## config.mk

```make
export PLATFORM = sky130hd
export DESIGN_NAME = vliw_group_decoder
export DESIGN_NICKNAME = d
export VERILOG_FILES = /design/src/rtl/vliw_group_decoder.sv
export SDC_FILE = /design/constraint.sdc
export NUM_CORES = 1
export LEC_CHECK = 0
export CAP_MARGIN = 15
export CELL_PAD_IN_SITES_DETAIL_PLACEMENT = 1
export CELL_PAD_IN_SITES_GLOBAL_PLACEMENT = 1
export CORE_UTILIZATION = 39
export DETAILED_ROUTE_END_ITERATION = 8
export HOLD_SLACK_MARGIN = 0.06
export PLACE_DENSITY = 0.91
export SLEW_MARGIN = 40
export SYNTH_ARGS = -nofsm -noshare
export SYNTH_HDL_FRONTEND = slang
export SYNTH_SLANG_ARGS = --single-unit
```

## constraint.sdc

```tcl
create_clock -name clk -period 3.9 [get_ports clk]
set_clock_uncertainty 0.05 [all_clocks]
set_input_delay 1.17 -clock clk [delete_from_list [all_inputs] [get_ports clk]]
set_output_delay 1.17 -clock clk [all_outputs]
set_load 0.01 [all_outputs]
```

## src/rtl/vliw_group_decoder.sv

```systemverilog
module vliw_group_decoder #(
  parameter int          IPW       = 16,
  parameter int          MAX_SLOTS = 5,
  parameter logic [8:0]  LIT_SEL   = 9'd253,
  parameter logic [10:0] TRANS_LO  = 11'h060,
  parameter logic [10:0] TRANS_HI  = 11'h07F
) (
  input  logic           clk,
  input  logic           rst_n,
  input  logic           in_valid,
  output logic           in_ready,
  input  logic [31:0]    in_word,
  output logic           slot_valid,
  output logic [2:0]     slot_idx,
  output logic [2:0]     slot_unit,
  output logic           slot_op3,
  output logic [10:0]    slot_opcode,
  output logic [12:0]    slot_src0,
  output logic [12:0]    slot_src1,
  output logic [12:0]    slot_src2,
  output logic [1:0]     slot_abs,
  output logic [2:0]     slot_index_mode,
  output logic [1:0]     slot_pred,
  output logic [6:0]     slot_dst_gpr,
  output logic           slot_dst_rel,
  output logic [1:0]     slot_dst_lane,
  output logic           slot_clamp,
  output logic           slot_wren,
  output logic           slot_upd_exec,
  output logic           slot_upd_pred,
  output logic [1:0]     slot_omod,
  output logic           slot_last,
  output logic           lit_valid,
  output logic [1:0]     lit_idx,
  output logic [31:0]    lit_word,
  output logic           grp_end,
  output logic [4:0]     prev_units,
  output logic [IPW-1:0] ip,
  output logic           err
);

  localparam logic [2:0] LAST_SLOT = 3'(MAX_SLOTS - 1);
  localparam logic [2:0] SCALAR    = 3'd4;

  typedef enum logic [1:0] {P_W0, P_W1, P_LIT} phase_t;

  phase_t      phase;
  logic [31:0] w0_q;
  logic [2:0]  slot_q;
  logic [3:0]  lane_q;
  logic [1:0]  ref_q;
  logic [4:0]  units_q;
  logic [2:0]  lit_left;
  logic [1:0]  lit_pos;

  logic        acc, op3, trans;
  logic [10:0] opc;
  logic [1:0]  lane;
  logic [2:0]  unit;
  logic [1:0]  refs_new, refs_all;
  logic [2:0]  nlit;
  logic [4:0]  units_nx;

  assign in_ready = !err;
  assign acc      = in_valid && in_ready;
  assign op3      = in_word[17:13] >= 5'd8;
  assign opc      = op3 ? {6'b0, in_word[17:13]} : in_word[17:7];
  assign lane     = in_word[30:29];
  assign trans    = !op3 && opc >= TRANS_LO && opc <= TRANS_HI;
  assign unit     = (trans || lane_q[lane]) ? SCALAR : {1'b0, lane};
  assign units_nx = units_q | (5'b1 << unit);

  always_comb begin
    refs_new = 2'b00;
    if (w0_q[8:0] == LIT_SEL)          refs_new[w0_q[11]]    = 1'b1;
    if (w0_q[21:13] == LIT_SEL)        refs_new[w0_q[24]]    = 1'b1;
    if (op3 && in_word[8:0] == LIT_SEL) refs_new[in_word[11]] = 1'b1;
  end

  assign refs_all = ref_q | refs_new;
  assign nlit     = {refs_all[0] & refs_all[1], refs_all[0] ^ refs_all[1], 1'b0};

  always_ff @(posedge clk) begin
    if (!rst_n) begin
      phase <= P_W0; w0_q <= '0; slot_q <= '0; lane_q <= '0; ref_q <= '0;
      units_q <= '0; lit_left <= '0; lit_pos <= '0;
      slot_valid <= 1'b0; slot_idx <= '0; slot_unit <= '0; slot_op3 <= 1'b0;
      slot_opcode <= '0; slot_src0 <= '0; slot_src1 <= '0; slot_src2 <= '0;
      slot_abs <= '0; slot_index_mode <= '0; slot_pred <= '0; slot_dst_gpr <= '0;
      slot_dst_rel <= 1'b0; slot_dst_lane <= '0; slot_clamp <= 1'b0; slot_wren <= 1'b0;
      slot_upd_exec <= 1'b0; slot_upd_pred <= 1'b0; slot_omod <= '0; slot_last <= 1'b0;
      lit_valid <= 1'b0; lit_idx <= '0; lit_word <= '0; grp_end <= 1'b0;
      prev_units <= '0; ip <= '0; err <= 1'b0;
    end else begin
      slot_valid <= 1'b0;
      lit_valid  <= 1'b0;
      grp_end    <= 1'b0;
      if (acc) begin
        ip <= ip + 1'b1;
        case (phase)
          P_W0: begin
            w0_q  <= in_word;
            phase <= P_W1;
            if (slot_q == LAST_SLOT && !in_word[31]) err <= 1'b1;
          end
          P_W1: begin
            slot_valid      <= 1'b1;
            slot_idx        <= slot_q;
            slot_unit       <= unit;
            slot_op3        <= op3;
            slot_opcode     <= opc;
            slot_src0       <= w0_q[12:0];
            slot_src1       <= w0_q[25:13];
            slot_src2       <= op3 ? in_word[12:0] : 13'd0;
            slot_abs        <= op3 ? 2'b00 : in_word[1:0];
            slot_index_mode <= w0_q[28:26];
            slot_pred       <= w0_q[30:29];
            slot_dst_gpr    <= in_word[27:21];
            slot_dst_rel    <= in_word[28];
            slot_dst_lane   <= lane;
            slot_clamp      <= in_word[31];
            slot_wren       <= op3 ? 1'b1 : in_word[4];
            slot_upd_exec   <= !op3 && in_word[2];
            slot_upd_pred   <= !op3 && in_word[3];
            slot_omod       <= op3 ? 2'b00 : in_word[6:5];
            slot_last       <= w0_q[31];
            if (w0_q[31]) begin
              slot_q <= '0;
              lane_q <= '0;
              ref_q  <= '0;
              if (nlit == 3'd0) begin
                grp_end    <= 1'b1;
                prev_units <= units_nx;
                units_q    <= '0;
                phase      <= P_W0;
              end else begin
                units_q  <= units_nx;
                lit_left <= nlit;
                lit_pos  <= '0;
                phase    <= P_LIT;
              end
            end else begin
              slot_q  <= slot_q + 1'b1;
              lane_q  <= lane_q | (4'b1 << lane);
              ref_q   <= refs_all;
              units_q <= units_nx;
              phase   <= P_W0;
            end
          end
          default: begin
            lit_valid <= 1'b1;
            lit_word  <= in_word;
            lit_idx   <= lit_pos;
            lit_pos   <= lit_pos + 1'b1;
            lit_left  <= lit_left - 1'b1;
            if (lit_left == 3'd1) begin
              grp_end    <= 1'b1;
              prev_units <= units_q;
              units_q    <= '0;
              phase      <= P_W0;
            end
          end
        endcase
      end
    end
  end

  AST_UNIT_LANE: assert property (@(posedge clk) disable iff (!rst_n)
    slot_valid && slot_unit != SCALAR |-> slot_unit[1:0] == slot_dst_lane && slot_unit[2] == 1'b0);
  AST_TRANS_SCALAR: assert property (@(posedge clk) disable iff (!rst_n)
    slot_valid && !slot_op3 && slot_opcode >= TRANS_LO && slot_opcode <= TRANS_HI |-> slot_unit == SCALAR);
  AST_LIT_EXCL: assert property (@(posedge clk) disable iff (!rst_n)
    lit_valid |-> !slot_valid);
  AST_END_LAST: assert property (@(posedge clk) disable iff (!rst_n)
    grp_end && slot_valid |-> slot_last);
  AST_PREV_ONLY_END: assert property (@(posedge clk) disable iff (!rst_n)
    !$stable(prev_units) |-> grp_end);
  AST_ERR_STICKY: assert property (@(posedge clk) disable iff (!rst_n)
    err |=> err);
  AST_ERR_READY: assert property (@(posedge clk) disable iff (!rst_n)
    err |-> !in_ready);
  AST_IP_STEP: assert property (@(posedge clk) disable iff (!rst_n)
    in_valid && in_ready |=> ip == $past(ip) + 1'b1);

endmodule

```

==> results.cfg, run 1 <==
[clock_tree]
h-tree-depth = 4
clockBufferDepth = 2
clock_tree.root_cell = clkbuf_16
cts_buffers = 17
cts_resized = 0
path_clk_slew_ns = 0.07
cts_tree = yes
postCtsHoldBufs = 0
insertion_delay_ns = 0.43
cts_sinks = 193
cts_setup_buffers = 0

[outcome]
outcome = finished clean

[global_routing]
grt_max_degree = 71
grt_pass1_vias = 6839
gr-total-overflow = 0
grt_pass1_wl_mm = 36.2
grt_util_all_layers = 0.251
antenna_found_initial = 0

[yosys]
yosysWarnings = 0
synth.cell_area_mm2 = 0.00718
ys_types = 60
ys.flop_type = dfxtp_1
synth_top_cells_by_area = dfxtp_1 54%, nand2_1 11%, a21oi_1 9.2%, a22o_1 4.0%, nor2_1 2.1%
synth_edf_count = 0
netlist_instances = 826
synth_nets = 868
synth_area_per_cell_um2 = 8.70
synth_top_area_cell = dfxtp_1
synth_top_area_share = 0.538
synthArstFlopShare = 0
synth_seq_cells = 193
seq_area_frac_synth = 0.538

[route]
wl_met2_mm = 11.4
routed_via_density = 5.46
drt-initial-drc-count = 370
drt-wirelength-per-cell_um = 19.1
highest_layer = met4
dr.pass1.iters = 4
met3WireLength_mm = 1.51
m1WireLength_mm = 9.92
drtAntennaViolNets = 0
routed-via-count = 6724
wl_mm = 23.6
drc = 0

[placed_design]
place_hpwl_mm = 16.2
port_buffers = 175
gp_congestion = 0.780
place_area_mm2 = 0.00926

[floorplan]
coreArea_mm2 = 0.0180
num_io_pins = 176
die_area_mm2 = 0.0190
fp.dieW_um = 138
dieHeight_um = 138
rows = 49
start_util = 0.399

[critical_path]
timing.critical_path.cells = clkdlybuf4s50_1 > o21ai_1 > nor4_1 > buf_4 > a2111oi_2 > ha_1 > a31oi_1 > a211oi_4 > o211ai_1 > o211a_1
start_kind = primary input
worst_ep_required_time_ns = 4.17
max_stage_delay_ns = 0.48
cp_max_fo = 10
critical_path_arrival_ns = 3.76
r2r-start = w0_q[3]
slowest_stage = a211oi_4
end_kind = flip-flop
critical_path_class = primary input to flip-flop
startpoint = in_word[16]

[layout]
syn_to_final_growth_pct = 37.0
mostFrequentLayoutCell = nand2_1
layout_common_cells = 203 x nand2_1, 193 x dfxtp_1, 175 x clkdlybuf4s50_1, 132 x a21oi_1, 40 x nor2_1
drive_above_1_share = 0.0798
fin_util = 0.546
final_area_mm2 = 0.00984
antenna_cells = 0
n_fill_cell = 2086
nNetsFinal = 1033

[timing]
clock.fmax_mhz = 286
rsz0062_at_grt = no
finalSetupTns_ns = 0
relSlewSlack = 0.519
finalHoldViolations = 0
fin_crit_ns = 3.49
finalSetupViolCount = 0
min_period_over_period = 0.896
worstMarginPinSlew_ns = 0.721
report.final.slew_viol_count = 0

[pwr]
p_per_area_mw_per_mm2 = 421
vdd_drop_max_mv = 0.305
p_leak_nw = 3.45

[hold_path]
hold_path.startpoint = w0_q[10]
hp-class = flip-flop to flip-flop

[run]
cap_violations = 0
logic make-up after synthesis:
family / after synthesis / share of synthesized area
AND/OR/NAND/NOR: 331 / 0.209
AO/OA/AOI/OAI: 209 / 0.180
flip-flops: 193 / 0.538
buffers and inverters: 75 / 0.0442
XOR/XNOR: 8 / 0.00975
adder cells (fa/ha/maj): 7 / 0.0122
multiplexers: 3 / 0.00610
where the power goes:
part	total, mW	internal (mW)	leakage [nW]	switching, mW
logic	0.342	0.137	1.61	0.205
clock network	1.75	0.982	0.280	0.771
registers	2.05	2.02	1.56	0.0356
total	4.15	3.14	3.45	1.01
stage by stage:
step / power (mW) / worst slack, ns / cells / hold slack [ns]
after floorplan: 2.25 / 0.924 / 826 / 0.375
after global placement: 2.42 / 0.142 / 1201 / 0.389
after detailed placement: 2.44 / 0.00104 / 1201 / 0.397
after CTS: 4.18 / 0.405 / 1232 / 0.407
after global routing: 4.29 / 0.219 / 1232 / 0.421
final: 4.15 / 0.407 / 1232 / 0.406
area by class of cell:
class	count	area [um^2]	area share
multi-input cells	558	3040	0.309
clock buffers	20	457	0.0464
well taps	229	287	0.0291
clock inverters	11	130	0.0132
repair buffers	205	2000	0.203
inverters	16	62.6	0.00636
flip-flops and latches	193	3860	0.393
per-layer routing:
metal / vias up / global-route usage
met5: - / 0
met4: 0 / 0.108
met3: 56 / 0.0662
met2: 220 / 0.422
met1: 3293 / 0.301
li1: 3155 / -
critical path: cells and delay by family:
family	cells	cell delay, ns
AO/OA/AOI/OAI	6	1.64
adder cells (fa/ha/maj)	1	0.30
buffers and inverters	2	0.57
AND/OR/NAND/NOR	1	0.07
Yosys cell counts, types with 4 or more instances:
master    count
a22o_1       33
buf_2        26
nand2b_1      6
ha_1          7
nand3b_1      6
or3_1         4
xor2_1        7
a311oi_1      5
nor2_1       40
nor4_1        4
o21ai_0       9
nand3_1      29
nand4b_1      4
clkbuf_1     32
dfxtp_1     193
a211oi_1      4
nor3_1        6
inv_1        15
nand2_1     203
a31oi_1       5
a21oi_1     132
worst paths after layout:
path                                       to  slack [ns]  cells after the start
worst max-delay path            prev_units[4]        0.41                     10
worst min-delay path                 w0_q[10]        0.41                      2
worst max register to register  prev_units[0]        1.17                      9
worst min register to register       w0_q[10]        0.41                      2
registers in the layout, summed over array words and instances (netlist names), 3 cells and up:
name             count
lit_left             3
slot_unit            3
slot_src1           13
slot_q               3
ip                  16
units_q              5
lit_word            32
slot_index_mode      3
w0_q                32
slot_src0           13
slot_idx             3
lane_q               4
slot_src2           13
slot_opcode         11
slot_dst_gpr         7
prev_units           5
(Power assumes the default switching activity.)
==> inputs of run 2 (changes only) <==
HOLD_SLACK_MARGIN = unset   (was 0.06)
==> results of run 2 <==
No change in the layout: final DEF, timing and power equal those of run 1.
